## config.mk

```make
export PLATFORM = sky130hd
export DESIGN_NAME = gray_latch_loader
export DESIGN_NICKNAME = d
export VERILOG_FILES = /design/src/rtl/gray_latch_pkg.sv /design/src/rtl/sig_align.sv /design/src/rtl/load_ctrl.sv /design/src/rtl/level_bank.sv /design/src/rtl/gray_latch_loader.sv
export SDC_FILE = /design/constraint.sdc
export NUM_CORES = 1
export LEC_CHECK = 0
export CORE_ASPECT_RATIO = 0.5
export CORE_MARGIN = 2
export CORE_UTILIZATION = 40
export DETAILED_ROUTE_END_ITERATION = 12
export DONT_BUFFER_PORTS = 1
export GPL_ROUTABILITY_DRIVEN = 0
export SYNTH_ARGS = -nofsm -noshare
export SYNTH_HDL_FRONTEND = slang
export SYNTH_HIERARCHICAL = 1
export SYNTH_SLANG_ARGS = --single-unit
```

## constraint.sdc

```tcl
create_clock -name clk_i -period 2.1 [get_ports clk_i]
set_input_delay 0.21 -clock clk_i [delete_from_list [all_inputs] [get_ports clk_i]]
set_output_delay 0.21 -clock clk_i [all_outputs]
set_load 0.01 [all_outputs]
```

## src/rtl/gray_latch_pkg.sv

```systemverilog
package gray_latch_pkg;
  parameter int unsigned DEF_CHANNELS = 32;
  parameter int unsigned DEF_BYTE_W   = 8;
  parameter int unsigned DEF_SYNC     = 2;

  function automatic int unsigned ptr_width(input int unsigned n);
    return (n <= 2) ? 1 : $clog2(n);
  endfunction
endpackage

```

## src/rtl/sig_align.sv

```systemverilog
module sig_align #(
  parameter int unsigned WIDTH  = 10,
  parameter int unsigned STAGES = 2
) (
  input  logic             clk_i,
  input  logic             rst_i,
  input  logic [WIDTH-1:0] d_i,
  output logic [WIDTH-1:0] q_o
);
  logic [WIDTH-1:0] stage_q [STAGES];

  for (genvar s = 0; s < STAGES; s++) begin : g_stage
    if (s == 0) begin : g_first
      always_ff @(posedge clk_i) begin
        if (rst_i) stage_q[s] <= '0;
        else       stage_q[s] <= d_i;
      end
    end else begin : g_next
      always_ff @(posedge clk_i) begin
        if (rst_i) stage_q[s] <= '0;
        else       stage_q[s] <= stage_q[s-1];
      end
    end
  end

  assign q_o = stage_q[STAGES-1];
endmodule

```

## src/rtl/load_ctrl.sv

```systemverilog
module load_ctrl #(
  parameter int unsigned CHANNELS = 32,
  localparam int unsigned PW = gray_latch_pkg::ptr_width(CHANNELS)
) (
  input  logic          clk_i,
  input  logic          rst_i,
  input  logic          shclk_s_i,
  input  logic          sel_s_i,
  output logic          evt_o,
  output logic          wr_en_o,
  output logic [PW-1:0] wr_idx_o,
  output logic          full_o
);
  localparam logic [PW-1:0] LAST_IDX = PW'(CHANNELS - 1);

  logic          shclk_prev;
  logic [PW-1:0] ptr_q;
  logic          full_q;

  assign evt_o    = shclk_s_i ^ shclk_prev;
  assign wr_en_o  = sel_s_i && evt_o && !full_q;
  assign wr_idx_o = ptr_q;
  assign full_o   = full_q;

  always_ff @(posedge clk_i) begin
    if (rst_i) begin
      shclk_prev <= 1'b0;
      ptr_q      <= '0;
      full_q     <= 1'b0;
    end else begin
      shclk_prev <= shclk_s_i;
      if (!sel_s_i) begin
        ptr_q  <= '0;
        full_q <= 1'b0;
      end else if (evt_o && !full_q) begin
        if (ptr_q == LAST_IDX) full_q <= 1'b1;
        else                   ptr_q  <= ptr_q + PW'(1);
      end
    end
  end
endmodule

```

## src/rtl/level_bank.sv

```systemverilog
module level_bank #(
  parameter int unsigned CHANNELS = 32,
  parameter int unsigned BYTE_W   = 8,
  localparam int unsigned PW = gray_latch_pkg::ptr_width(CHANNELS)
) (
  input  logic                         clk_i,
  input  logic                         rst_i,
  input  logic                         wr_en_i,
  input  logic [PW-1:0]                wr_idx_i,
  input  logic [BYTE_W-1:0]            wr_data_i,
  output logic [CHANNELS*BYTE_W-1:0]   level_o
);
  for (genvar c = 0; c < CHANNELS; c++) begin : g_ch
    logic [BYTE_W-1:0] lvl_q;
    always_ff @(posedge clk_i) begin
      if (rst_i)                                   lvl_q <= '0;
      else if (wr_en_i && (wr_idx_i == PW'(c)))   lvl_q <= wr_data_i;
    end
    assign level_o[c*BYTE_W +: BYTE_W] = lvl_q;
  end
endmodule

```

## src/rtl/gray_latch_loader.sv

```systemverilog
module gray_latch_loader #(
  parameter int unsigned CHANNELS    = gray_latch_pkg::DEF_CHANNELS,
  parameter int unsigned BYTE_W      = gray_latch_pkg::DEF_BYTE_W,
  parameter int unsigned SYNC_STAGES = gray_latch_pkg::DEF_SYNC,
  localparam int unsigned PW = gray_latch_pkg::ptr_width(CHANNELS),
  localparam int unsigned AW = BYTE_W + 2
) (
  input  logic                       clk_i,
  input  logic                       rst_i,
  input  logic                       shclk_i,
  input  logic                       sel_i,
  input  logic [BYTE_W-1:0]          din_i,
  output logic                       sel_next_o,
  output logic [CHANNELS*BYTE_W-1:0] level_o
);
  logic [AW-1:0]     aligned;
  logic              shclk_s;
  logic              sel_s;
  logic [BYTE_W-1:0] data_s;
  logic              shift_evt;
  logic              wr_en;
  logic [PW-1:0]     wr_idx;
  logic              load_full;

  sig_align #(.WIDTH(AW), .STAGES(SYNC_STAGES)) u_align (
    .clk_i (clk_i),
    .rst_i (rst_i),
    .d_i   ({shclk_i, sel_i, din_i}),
    .q_o   (aligned)
  );

  assign shclk_s = aligned[AW-1];
  assign sel_s   = aligned[AW-2];
  assign data_s  = aligned[BYTE_W-1:0];

  load_ctrl #(.CHANNELS(CHANNELS)) u_ctrl (
    .clk_i     (clk_i),
    .rst_i     (rst_i),
    .shclk_s_i (shclk_s),
    .sel_s_i   (sel_s),
    .evt_o     (shift_evt),
    .wr_en_o   (wr_en),
    .wr_idx_o  (wr_idx),
    .full_o    (load_full)
  );

  level_bank #(.CHANNELS(CHANNELS), .BYTE_W(BYTE_W)) u_bank (
    .clk_i     (clk_i),
    .rst_i     (rst_i),
    .wr_en_i   (wr_en),
    .wr_idx_i  (wr_idx),
    .wr_data_i (data_s),
    .level_o   (level_o)
  );

  assign sel_next_o = load_full;
endmodule

```

### After elaboration in Yosys (flattened, before gate mapping)

Memories as Yosys holds them, arrays and structs flattened.
Index checks and enable logic that the tools add are counted.

* add/sub/neg operators: 1
* eq/ne operators: 31
* mux-type cells: 5
* bitwise gates (word level): 5
* reduce and logical (&&, ||, !) cells: 40

Operators by type and width (count)
* == test 5 bit (second input constant): 16
* == test 5 x 4 -> 1 bit (second input constant): 8
* logical AND 1 bit: 35
* == test 5 x 3 -> 1 bit (second input constant): 4
* two-way mux 10 bit: 2
* == test 5 x 2 -> 1 bit (second input constant): 2
* adder 5 x 1 -> 5 bit (second input constant): 1
* == test 5 x 1 -> 1 bit (second input constant): 1
* logical NOT 5 bit: 1
* AND reduction 2 bit: 2
* two-way mux 1 bit: 3
* NOT 1 bit: 2
* OR 1 bit: 2
* OR reduction 2 bit: 1
* logical NOT 1 bit: 1
* bitwise XOR 1 bit: 1

* register bits: 263
* bits in writable memories: 20
* output and inout bits: 257
* word-level logic and storage cells: 118
* memories kept: 1

Memories
* u_align.stage_q: depth 2, bits a word 10, rd ports 2, clocked after Yosys merged registers in 0, write ports 2, line sig_align.sv:10 `logic [WIDTH-1:0] stage_q [STAGES];`

### Longest topological paths before layout

* depth in word-level cells: 4
* depth in mapped cells: 7
* depth with buffers taken out: 6

### Modules after synthesis

Netlist, hierarchy kept.

By module, submodules not included
* level_bank: instances 1, cells each 885, area an instance 9947.0 µm²
* sig_align: instances 1, cells each 42, area an instance 618.1 µm²
* load_ctrl: instances 1, cells each 37, area an instance 330.3 µm²

### Worst setup path before layout

OpenSTA, ideal clock, no wires.

* path kind: register to register
* start: register u_ctrl.ptr_q[0], in the netlist u_ctrl/wr_idx_o[0]
* end: register u_ctrl.ptr_q[3], in the netlist u_ctrl/wr_idx_o[3]
* data arrival time: 1867 ps
* data required time: 2030 ps
* slack: 163 ps
* stages on the path, launching flop included: 8
* clock period less this slack: 1937 ps
* cell sequence: dfxtp_1 -> ha_1 -> and3_1 -> ha_1 -> or2_0 -> buf_2 -> or4_1 -> a21oi_1

* cells in the longest elaborated chain, start to end: 3
* elaborated cells on any way between the ends: 4
* those cells by class: add/sub (1); eq/ne (1); bitwise (1); reduce/logical (1)

RTL lines
* start, declared: line load_ctrl.sv:17 `logic [PW-1:0] ptr_q;`
* start signal, assigned: line load_ctrl.sv:37 `else ptr_q <= ptr_q + PW'(1);`
* branches (longest 3 deep; another with adder 5 x 1 -> 5 bit)

Parallel ways; which one is timed is not known.
A chain may end at the register's enable or synchronous reset.

==> metrics.md <==
| Metric | Value |
|---|---|
| Top_reg_cell synth | dfxtp_1 |
| Pwr/cell area | 796 mW/mm2 |
| WP data arrival | 2.37 ns |
| Pin count of the biggest net entering global routing | 169 |
| Via count | 7219 |
| Die width | 237 um |
| Worst Hold End | u_bank/g_ch[28].lvl_q[7] |
| Slowest CP cell | and4b_1 |
| CP Class | register to register |
| Sum Neg Setup Slack | 0 ns |
| Final Max Slew Viols | 0 |
| Core box area | 0.0266 mm2 |
| Initial antenna violation count | 2 |
| Syn_nets | 978 |
| Hold depth | 2 |
| Register area share after synthesis | 52.0% |
| Synth async-reset ratio | 0% |
| Die height | 121 um |
| Outcome | complete, no violations |
| H-tree depth | 1 |
| Power Total | 0.0105 W |
| Ys Warns | 6 |
| Start of the worst register-to-register path | u_align/stage_q[1][9] |
| CTS buffer count | 26 |
| Synth unique cells | 33 |
| Reg-to-Reg End | u_bank/g_ch[21].lvl_q[1] |
| R2R cell count | 6 |
| Worst path required time | 2.48 ns |
| Switching power total | 0.00220 W |
| DR pass1 iterations | 4 |
| Worst VDD drop | 0.000551 V |
| Number of global-route vias before repair | 7377 |
| Remaining antenna violation count | 0 |
| Worst R2R Setup Slack | 0.11 ns |
| Drt wl/cell | 21.4 um |
| Vias per Instance | 5.06 |
| Die ar. | 0.0287 mm2 |
| Crit. End Element | register |
| Relative slew slack | 46.6% |
| Clock power share | 46.4% |
| Clk pin slew, worst setup/hold paths | 0.07 ns |
| Post-synth EDFFs | 0 |
| Gate Count Post-Synth | 964 |
| CP delay by family, top | simple AND/OR/NAND/NOR gates |
| Final core utilization | 49.8% |
| # clock sinks | 283 |
| CTS tree | done |
| Root Buffer Master | clkbuf_16 |
| Post-route DRC | 0 |
| 1st-iter DRT viols | 368 |
| Clock Path Buffers | 3 |
| Clk_lat worst skew | 0.54 ns |
| MaxCap Viol Count | 0 |
| Grt total ovfl | 0 |
| CP Launch Type | register |
| HP Start | rst_i |
| Period utilization | 94.8% |
| First-pass GRT wire length | 45500 um |
| # fillers | 2347 |
| FMAX | 502 MHz |
| WL final | 30600 um |
| Fraction of power spent switching nets | 20.8% |
| Cell Rows | 42 |
| Hold crit path type | input port to register |
| Synthesis-to-layout area growth | 21.6% |
| Worst stage delay on the critical path | 0.45 ns |
| Synthesized area per cell | 11.3 um2 |
| Worst Tran Pin Value | 0.802 ns |
| I/O pins | 269 |
| Buf/Inv on CP | 1 |
| I/O Buffers | 0 |
| RSZ-0062 raised after global routing | false |
| Combinational share of power | 2.5% |
| NumNets Final | 1070 |
| CP max FO | 8 |
| Register share of total power | 51.1% |
| Setup-failing EPs final | 0 |
| Leak Pwr | 6.08 nW |
| Total track usage | 20.6% |
| Int Pwr | 0.00835 W |
| Share of post-route cells with drive strength above 1 | 11.6% |
| Initial Util | 41.0% |
| Synth Register Bits | 283 |
| Mapped Area | 0.0109 mm2 |
| Final Skew | 0.0200 ns |
| Post-DP HPWL | 19000 um |
| Cells along the critical path | xnor2_2, nor3b_1, buf_4, and4b_1, nand2_2, mux2i_1 |
| Tmin final | 1.99 ns |
| Final hold vios | 0 |
[cell families after synthesis]
logic type | after synthesis | synth area share (%)
DFF | 283 | 52.0
and+or+nand+nor | 342 | 20.7
xor gates and xnor gates | 1 | 0.149
buffers and inverters | 69 | 2.86
muxes | 256 | 23.5
AOI/OAI and AO/OA | 11 | 0.551
adders and majority gates | 2 | 0.230
[flip-flops by register name (all words and copies together) (netlist names)]
| register | flops |
|---|---|
| u_ctrl/full_o | 1 |
| u_align/stage_q | 20 |
| u_ctrl/shclk_prev | 1 |
| u_bank/g_ch.lvl_q | 256 |
| u_ctrl/wr_idx_o | 5 |
[power by group through the flow]
stage	Clock [W]	Combinational (W)	Sequential, W
global route	0.00522	0.000273	0.00539
floorplan	0	0.000194	0.00551
CTS	0.00502	0.000259	0.00539
global placement	0	0.000187	0.00551
detailed placement	0	0.000188	0.00551
finish	0.00489	0.000260	0.00539
[worst register-to-register path: stages, from the launching register on]
cell     delay, ns
dfxtp_1       0.33
xnor2_2       0.14
nor3b_1       0.23
buf_4         0.18
and4b_1       0.45
nand2_2       0.31
mux2i_1       0.20
[worst max path at each step]
stage | start | end | slack [ns] | depth (start not counted)
after floorplan | u_ctrl/wr_idx_o[0] | u_ctrl/wr_idx_o[3] | 0.16 | 7
after global placement | u_ctrl/shclk_prev | u_bank/g_ch[24].lvl_q[2] | 0.14 | 6
after detailed placement | u_align/stage_q[1][9] | u_bank/g_ch[24].lvl_q[1] | 0.11 | 6
after CTS | u_align/stage_q[1][9] | u_bank/g_ch[24].lvl_q[2] | 0.09 | 6
after global routing | u_align/stage_q[1][9] | u_bank/g_ch[27].lvl_q[3] | 0.01 | 6
final | u_align/stage_q[1][9] | u_bank/g_ch[21].lvl_q[1] | 0.11 | 6
[layout by cell type, fill, tap and decap left out, drive strengths merged, types with 6 or more instances in the layout]
master,n
a21oi,6
buf,21
clkbuf,40
dfxtp,283
dlygate4sd3,110
mux2i,256
nand2,32
nand2b,265
nor2b,23
[layer usage]
layer  GRT usage [%]  up-vias  part of all wire [%]
met2            35.3      159                    48
met5               0        -                     0
met3            4.86       49                   5.4
met4            5.82        0                   2.3
li1                -     3369                     -
met1            26.1     3642                    44
[cell usage after synthesis (all sizes together), types with 2 or more instances]
library cell	count	area share [%]
o31ai	2	0.14
nor2b	23	2.0
and2	2	0.14
mux2i	256	24
and4bb	3	0.34
nand2b	265	15
nand3	3	0.14
a21oi	6	0.28
o21ai	3	0.14
dfxtp	283	52
ha	2	0.23
or4	2	0.14
nor2	3	0.13
inv	2	0.069
clkbuf	40	1.4
nand2	32	1.8
and4b	3	0.28
buf	27	1.4
[through the flow]
step	area [um2]	instances	hold WS [ns]	setup slack, ns
after floorplan	10900	964	0.282	0.163
after global placement	11200	1267	0.291	0.138
after detailed placement	11200	1267	0.296	0.113
after CTS	13200	1423	0.132	0.0918
after global routing	13300	1427	0.164	0.00973
final	13300	1427	0.168	0.109
[cell type report]
class / instances / area, um2 / area share, %
antenna: 2 / 5.00 / 0.0378
multi-input combinational: 612 / 4940 / 37.3
sequential: 283 / 5670 / 42.8
timing repair buffer: 131 / 1320 / 9.93
inverter: 2 / 7.51 / 0.0567
clock buffer: 40 / 785 / 5.92
tap: 352 / 440 / 3.32
clock inverter: 5 / 92.6 / 0.699
[timing repair]
| action | CTS | global route |
|---|---|---|
| buffers inserted | 0 | 2 |
| endpoints found under the setup margin | 0 | 3 |
| resized for setup | 0 | 1 |
| hold buffers | 111 | 0 |
| endpoints found under the hold margin | 283 | 0 |
No activity file was read; power rests on OpenSTA's default activity.
